[config.mk]
export PLATFORM = sky130hd
export DESIGN_NAME = spi_reg_slave
export DESIGN_NICKNAME = d
export VERILOG_FILES = /design/src/rtl/spi_regs_pkg.sv /design/src/rtl/spi_line_sync.sv /design/src/rtl/spi_shifter.sv /design/src/rtl/spi_cmd_ctrl.sv /design/src/rtl/spi_reg_store.sv /design/src/rtl/spi_reg_slave.sv
export SDC_FILE = /design/constraint.sdc
export NUM_CORES = 1
export LEC_CHECK = 0
export BUFFER_PORTS_ARGS = -buffer_cell sky130_fd_sc_hd__buf_2
export CORE_MARGIN = 5
export CORE_UTILIZATION = 30
export CTS_CLUSTER_SIZE = 10
export DETAILED_ROUTE_END_ITERATION = 8
export GPL_TIMING_DRIVEN = 0
export MAX_ROUTING_LAYER = met4
export PLACE_DENSITY = 0.6
export SLEW_MARGIN = 20
export SYNTH_ARGS = -nofsm -noshare
export SYNTH_HDL_FRONTEND = slang
export SYNTH_HIERARCHICAL = 1
export SYNTH_SLANG_ARGS = --single-unit
[constraint.sdc]
create_clock -name clk -period 5.14 [get_ports clk]
set_input_delay 0.514 -clock clk [delete_from_list [all_inputs] [get_ports clk]]
set_output_delay 0.514 -clock clk [all_outputs]
set_load 0.005 [all_outputs]
[src/rtl/spi_regs_pkg.sv]
package spi_regs_pkg;

   // Phase of a transfer while select is held
   typedef enum logic [1:0] {
      PH_CMD    = 2'd0,
      PH_WRITE  = 2'd1,
      PH_READ   = 2'd2,
      PH_IGNORE = 2'd3
   } phase_e;

endpackage

[src/rtl/spi_line_sync.sv]
module spi_line_sync #(
   parameter int SYNC_STAGES = 2
) (
   input  logic clk,
   input  logic rst_n,
   input  logic sclk,
   input  logic cs,
   input  logic mosi,
   output logic sclk_rise,
   output logic cs_on,
   output logic mosi_s
);

   localparam int NLINES = 3;

   if (SYNC_STAGES < 2) begin : g_bad_stages
      $error("spi_line_sync: SYNC_STAGES must be at least 2");
   end

   logic [NLINES-1:0] stg [SYNC_STAGES];
   logic              sclk_d;

   always_ff @(posedge clk or negedge rst_n) begin
      if (!rst_n) begin
         for (int i = 0; i < SYNC_STAGES; i++) stg[i] <= '0;
         sclk_d <= 1'b0;
      end else begin
         stg[0] <= {cs, sclk, mosi};
         for (int i = 1; i < SYNC_STAGES; i++) stg[i] <= stg[i-1];
         sclk_d <= stg[SYNC_STAGES-1][1];
      end
   end

   assign cs_on     = stg[SYNC_STAGES-1][2];
   assign mosi_s    = stg[SYNC_STAGES-1][0];
   assign sclk_rise = cs_on & stg[SYNC_STAGES-1][1] & ~sclk_d;

endmodule

[src/rtl/spi_shifter.sv]
module spi_shifter #(
   parameter int DATA_W = 8
) (
   input  logic              clk,
   input  logic              rst_n,
   input  logic              cs_on,
   input  logic              rise,
   input  logic              mosi_s,
   input  logic              load,
   input  logic [DATA_W-1:0] load_data,
   output logic              byte_done,
   output logic [DATA_W-1:0] rx_byte,
   output logic              tx_bit
);

   localparam int CNT_W = (DATA_W > 2) ? $clog2(DATA_W) : 1;
   localparam logic [CNT_W-1:0] LAST = CNT_W'(DATA_W - 1);

   if (DATA_W < 2) begin : g_bad_width
      $error("spi_shifter: DATA_W must be at least 2");
   end

   logic [CNT_W-1:0]  bit_cnt;
   logic [DATA_W-1:0] rx_sh;
   logic [DATA_W-1:0] tx_sh;

   assign byte_done = rise && (bit_cnt == LAST);
   assign rx_byte   = {rx_sh[DATA_W-2:0], mosi_s};
   assign tx_bit    = tx_sh[DATA_W-1];

   always_ff @(posedge clk or negedge rst_n) begin
      if (!rst_n) begin
         bit_cnt <= '0;
         rx_sh   <= '0;
         tx_sh   <= '0;
      end else if (!cs_on) begin
         bit_cnt <= '0;
         tx_sh   <= '0;
      end else if (rise) begin
         rx_sh   <= rx_byte;
         bit_cnt <= (bit_cnt == LAST) ? '0 : bit_cnt + 1'b1;
         tx_sh   <= load ? load_data : {tx_sh[DATA_W-2:0], 1'b0};
      end
   end

   AST_ABORT_CLEARS: assert property (@(posedge clk) disable iff (!rst_n)
      !cs_on |=> (bit_cnt == '0));

endmodule

[src/rtl/spi_cmd_ctrl.sv]
module spi_cmd_ctrl
   import spi_regs_pkg::*;
#(
   parameter int ADDR_W = 4,
   parameter int DATA_W = 8,
   parameter int WR_BIT = 4,
   parameter int RD_BIT = 7
) (
   input  logic              clk,
   input  logic              rst_n,
   input  logic              cs_on,
   input  logic              byte_done,
   input  logic [DATA_W-1:0] rx_byte,
   input  logic [DATA_W-1:0] rd_data,
   output logic [ADDR_W-1:0] rd_addr,
   output logic              load,
   output logic [DATA_W-1:0] load_data,
   output logic              wr_stb,
   output logic [ADDR_W-1:0] wr_addr,
   output logic [DATA_W-1:0] wr_data,
   output logic              read_phase
);

   if (WR_BIT >= DATA_W || RD_BIT >= DATA_W) begin : g_bad_bits
      $error("spi_cmd_ctrl: command flag bits must fit in a byte");
   end
   if (WR_BIT == RD_BIT) begin : g_same_bits
      $error("spi_cmd_ctrl: marker and read bits must differ");
   end
   if (ADDR_W > WR_BIT || ADDR_W > RD_BIT) begin : g_addr_overlap
      $error("spi_cmd_ctrl: address field overlaps command flags");
   end

   phase_e            phase;
   logic [ADDR_W-1:0] addr;
   logic              cmd_valid, cmd_read;
   logic [ADDR_W-1:0] cmd_addr, addr_inc;

   assign cmd_valid = rx_byte[WR_BIT];
   assign cmd_read  = rx_byte[RD_BIT];
   assign cmd_addr  = rx_byte[ADDR_W-1:0];
   assign addr_inc  = ADDR_W'(addr + 1'b1);

   // Prefetch address: start address on the command byte, next one in a read
   assign rd_addr   = (phase == PH_CMD) ? cmd_addr : addr_inc;
   assign load      = byte_done &&
                      (((phase == PH_CMD) && cmd_valid && cmd_read) ||
                       (phase == PH_READ));
   assign load_data = rd_data;
   assign read_phase = (phase == PH_READ);

   always_ff @(posedge clk or negedge rst_n) begin
      if (!rst_n) begin
         phase   <= PH_CMD;
         addr    <= '0;
         wr_stb  <= 1'b0;
         wr_addr <= '0;
         wr_data <= '0;
      end else begin
         wr_stb <= 1'b0;
         if (!cs_on) begin
            phase <= PH_CMD;
         end else if (byte_done) begin
            unique case (phase)
               PH_CMD: begin
                  addr <= cmd_addr;
                  if (!cmd_valid)    phase <= PH_IGNORE;
                  else if (cmd_read) phase <= PH_READ;
                  else               phase <= PH_WRITE;
               end
               PH_WRITE: begin
                  wr_stb  <= 1'b1;
                  wr_addr <= addr;
                  wr_data <= rx_byte;
                  addr    <= addr_inc;
               end
               PH_READ:   addr <= addr_inc;
               PH_IGNORE: addr <= addr;
               default:   phase <= PH_CMD;
            endcase
         end
      end
   end

   AST_STB_SINGLE: assert property (@(posedge clk) disable iff (!rst_n)
      wr_stb |=> !wr_stb);

   AST_ADDR_STEP: assert property (@(posedge clk) disable iff (!rst_n)
      (byte_done && (phase == PH_WRITE || phase == PH_READ))
      |=> (addr == ADDR_W'($past(addr) + 1'b1)));

   AST_IGNORE_QUIET: assert property (@(posedge clk) disable iff (!rst_n)
      (phase == PH_IGNORE) |-> !wr_stb);

endmodule

[src/rtl/spi_reg_store.sv]
module spi_reg_store #(
   parameter int ADDR_W = 4,
   parameter int DATA_W = 8,
   parameter logic [DATA_W-1:0] RESET_VAL = '0
) (
   input  logic                         clk,
   input  logic                         rst_n,
   input  logic                         we,
   input  logic [ADDR_W-1:0]            waddr,
   input  logic [DATA_W-1:0]            wdata,
   input  logic [ADDR_W-1:0]            raddr,
   output logic [DATA_W-1:0]            rdata,
   output logic [(1<<ADDR_W)*DATA_W-1:0] flat_q
);

   localparam int DEPTH = 1 << ADDR_W;

   if (ADDR_W < 1 || ADDR_W > 8) begin : g_bad_depth
      $error("spi_reg_store: ADDR_W must be within 1..8");
   end

   logic [DATA_W-1:0] mem [DEPTH];

   for (genvar e = 0; e < DEPTH; e++) begin : g_entry
      always_ff @(posedge clk or negedge rst_n) begin
         if (!rst_n)                                 mem[e] <= RESET_VAL;
         else if (we && (waddr == ADDR_W'(e)))       mem[e] <= wdata;
      end
      assign flat_q[e*DATA_W +: DATA_W] = mem[e];
   end

   assign rdata = mem[raddr];

   AST_BANK_WRITE: assert property (@(posedge clk) disable iff (!rst_n)
      we |=> (mem[$past(waddr)] == $past(wdata)));

endmodule

[src/rtl/spi_reg_slave.sv]
module spi_reg_slave #(
   parameter int ADDR_W      = 4,
   parameter int DATA_W      = 8,
   parameter int WR_BIT      = 4,
   parameter int RD_BIT      = 7,
   parameter int SYNC_STAGES = 2
) (
   input  logic                          clk,
   input  logic                          rst_n,
   input  logic                          sclk,
   input  logic                          cs,
   input  logic                          mosi,
   output logic                          miso,
   output logic                          miso_oe,
   output logic                          wr_stb,
   output logic [ADDR_W-1:0]             wr_addr,
   output logic [DATA_W-1:0]             wr_data,
   output logic [(1<<ADDR_W)*DATA_W-1:0] bank_q
);

   logic              sclk_rise, cs_on, mosi_s;
   logic              byte_done, load, tx_bit, read_phase;
   logic [DATA_W-1:0] rx_byte, load_data, rd_data;
   logic [ADDR_W-1:0] rd_addr;

   spi_line_sync #(.SYNC_STAGES(SYNC_STAGES)) u_sync (
      .clk(clk), .rst_n(rst_n), .sclk(sclk), .cs(cs), .mosi(mosi),
      .sclk_rise(sclk_rise), .cs_on(cs_on), .mosi_s(mosi_s)
   );

   spi_shifter #(.DATA_W(DATA_W)) u_shift (
      .clk(clk), .rst_n(rst_n), .cs_on(cs_on), .rise(sclk_rise),
      .mosi_s(mosi_s), .load(load), .load_data(load_data),
      .byte_done(byte_done), .rx_byte(rx_byte), .tx_bit(tx_bit)
   );

   spi_cmd_ctrl #(.ADDR_W(ADDR_W), .DATA_W(DATA_W),
                  .WR_BIT(WR_BIT), .RD_BIT(RD_BIT)) u_ctrl (
      .clk(clk), .rst_n(rst_n), .cs_on(cs_on), .byte_done(byte_done),
      .rx_byte(rx_byte), .rd_data(rd_data), .rd_addr(rd_addr),
      .load(load), .load_data(load_data), .wr_stb(wr_stb),
      .wr_addr(wr_addr), .wr_data(wr_data), .read_phase(read_phase)
   );

   spi_reg_store #(.ADDR_W(ADDR_W), .DATA_W(DATA_W)) u_store (
      .clk(clk), .rst_n(rst_n), .we(wr_stb), .waddr(wr_addr),
      .wdata(wr_data), .raddr(rd_addr), .rdata(rd_data), .flat_q(bank_q)
   );

   assign miso_oe = cs_on & read_phase;
   assign miso    = miso_oe ? tx_bit : 1'b0;

   AST_OE_AFTER_CMD: assert property (@(posedge clk) disable iff (!rst_n)
      $rose(miso_oe) |-> $past(byte_done));

endmodule

==> metrics <==
Tcrit/Tclk final 59.8%; status finished clean; CP Capture Type register; reg-to-reg endpoint u_shift/tx_sh[4]; sequential share of the synthesized area 54.2%; unrepaired setup endpoints after global routing no; Setup Crit Path Kind register to register; Clock Power Share 45.9%; Skew-Pair Late Insertion Delay about 0.43 ns; maximum clock frequency 0.326 GHz; syn_area_per_cell 15.1 sq um; Reg2Reg Depth 13; synthesis warning total 6; hold_buf cts 0; cells after synthesis 527; Detail Placement HPWL approximately 16 mm; Num Clock Sinks 172; Setup Fix Bufs, Post-CTS 0; top post-synthesis cells by area dfrtp_1 54%, mux2_2 20%, mux4_2 4.8%; crit-path max FO 10; fraction of layout cells with a size suffix above 1 54.7%; TritonCTS clock tree built; initial core utilization 30.5%; Nets 706; largest family of logic cells by synthesized area multiplexers; CTS Buf Count 17; Total Routing Usage GR 15.7%; slew margin rel. between 40% and 50%; die width about 170 microns; Initial DRC Count ~340; GR Overflow Total 0; core area 26,100 sq um; Worst Path Arrival 3.39 ns; CP Launch Type register; drt wl/cell approximately 22 microns; hold violation total from the final report 0; post-synthesis mux area share 32.2%; compound-cell area share of the yosys netlist 3.72%; total power 2.96 mW; antenna diode count 0; first-pass GRT wire length ~35 mm; Net Count, Synth 539; # IOs 148; cell taking the most area after synthesis dfrtp_1; Sw Share approximately a quarter; CTS clock-pin slew for the worst setup and hold paths 0.07 ns; r2r setup slk 2.07 ns; H-tree depth 4; number of synthesized register bits 172; final instance area 9750 sq um; Post-synth EDFFs 0; worst hold path class input pin to async pin; Adder-Cell Fraction of Synth Area under 10%; Setup Viol. Count Final 0; Synth Area in XOR/XNOR 0.220%; fin crit period 3.07 ns; peak supply drop approximately 190 uV; Logic pwr share 6.9%; Port Buffers around 150; vias per cell around 4.9; total routed wirelength 22.9 mm; Area growth syn-to-layout 22.7%; DR pass1 iterations 6; worst slew pin tran 0.752 ns; initial antenna violation count 0; Psw 741 uW; worst r2r src u_ctrl/phase[1]; clock tree buffer depth 2; max-cap violation count 0; largest net degree at the start of global routing 92; Main synth FF type dfrtp_1; Rows 59; clock root cell clkbuf_16; GPL Wtd Cong 0.778; count of unique library cells instantiated by Yosys 45; post-route setup TNS 0 ns; Simple-Gate Fraction of Synth Area slightly below 5%; Commonest cells post-synth 172 x dfrtp_1, 141 x mux2_2, 17 x mux4_2, 17 x nand2_1, 16 x a22oi_1; Die H 173 microns; Required @ worst endpoint ~5.5 ns; P_int 2.22 mW; Synth async-reset ratio 100%; power per standard cell area 304 nW/um^2; Mapped Area 7950 sq um; Post-CTS Resized 0; Synth top area share between 50% and 60%; vias in the first global route 5,353; leakage power 5.16 nW; most common cell in the synthesized netlist dfrtp_1; Setup Skew between 0.008 and 0.009 ns; remaining antenna violation count 0; full die area ~30,000 sq um; Slew Limit Fails 0; DRC violations left 0; # fillers 2,531; sequential power share a little under half; vias 5,154; placed cell area 9140 sq um
==> worst max-delay path by stage <==
stage / cells past startpoint / endpoint / slack, ns / startpoint
2_1_floorplan: 13 / u_shift/tx_sh[5] / 2.66 / u_ctrl/phase[0]
6_report: 13 / u_shift/tx_sh[4] / 2.07 / u_ctrl/phase[1]
5_1_grt: 13 / u_shift/tx_sh[4] / 1.86 / u_ctrl/phase[0]
3_3_place_gp: 1 / u_store/flat_q[38] / 0.70 / rst_n
4_1_cts: 12 / u_shift/tx_sh[4] / 2.03 / u_ctrl/phase[0]
3_5_place_dp: 12 / u_shift/tx_sh[4] / 2.05 / u_ctrl/phase[0]
==> logic make-up after synthesis <==
group,Yosys count
multiplexers,190
flip-flops,172
AND/OR/NAND/NOR,64
AO/OA/AOI/OAI,46
buffers and inverters,46
adder cells (fa/ha/maj),7
XOR/XNOR,2
==> routing by layer <==
metal | GRT usage (%) | wire length (microns) | vias up
li1 | - | - | 2287
met1 | 21.7 | 10800 | 2696
met2 | 23.4 | 10500 | 157
met3 | 3.95 | 1390 | 14
met4 | 3.64 | 189 | 0
met5 | - | 0 | -
==> power by group through the flow <==
stage                     Combinational [mW]  Sequential [mW]  Clock [mW]
after floorplan                        0.119             1.41           0
after global placement                 0.202             1.42           0
after detailed placement               0.208             1.42           0
after CTS                              0.209             1.40        1.39
after global routing                   0.222             1.40        1.45
final                                  0.205             1.40        1.36
==> per-stage QoR <==
step / utilization (%) / hold WS, ns / std cells / setup WS (ns)
after floorplan: - / 0.218 / 527 / 2.66
after global placement: 34.9 / 0.337 / 1009 / 0.703
after detailed placement: 35.1 / 0.336 / 1010 / 2.05
after CTS: 37.4 / 0.0812 / 1042 / 2.03
after global routing: 37.4 / 0.106 / 1042 / 1.86
final: 37.4 / 0.0534 / 1042 / 2.07
==> sequential cells by signal, summed over array words and instances, names as in the netlist, 2 cells and up <==
name	cells
u_ctrl/addr	4
u_ctrl/phase	2
u_ctrl/wr_addr	4
u_ctrl/wr_data	8
u_shift/bit_cnt	3
u_shift/rx_sh	7
u_shift/tx_sh	8
u_store/flat_q	128
u_sync/stg	4
==> cells in the final DEF, fill, tap and decap left out, drive strengths merged, types with 3 or more instances in the layout <==
master         netlist  routed
clkinv               0       3
o21ai               14      14
nand2               18      18
and2                 4       4
inv                  6      14
nand3b               4       4
nor2                12      12
nand3                5       5
mux2               146     146
bufinv               0       3
buf                 26     174
mux2i               12      12
ha                   7       7
mux4                32      32
nor2b                5       5
clkbuf              11      28
dfrtp              172     172
a22oi               16      16
a21oi                8       8
clkdlybuf4s25        3       3
nand2b               7       7
==> critical path, cell delays in order, from the launching register on <==
cell and delay, ns:
dfrtp_1 0.42, inv_1 0.10, ha_1 0.14, clkbuf_1 0.29, nand2_1 0.11, o21ai_0 0.16, buf_6 0.19, buf_6 0.20
mux4_1 0.59, a22oi_1 0.33, nand2_1 0.09, buf_4 0.14, mux2i_1 0.11, a21oi_1 0.07
==> cell type report <==
class,instances,area (sq um),share of cell area [%]
Multi-Input combinational cell,309,3350,34.4
Clock buffer,17,425,4.37
Sequential cell,172,4300,44.2
Timing Repair Buffer,148,773,7.93
Clock inverter,15,183,1.87
Inverter,6,22.5,0.231
Tap cell,335,419,4.30
Buffer,40,268,2.75
Note: power is estimated with default switching activity, not from simulation.
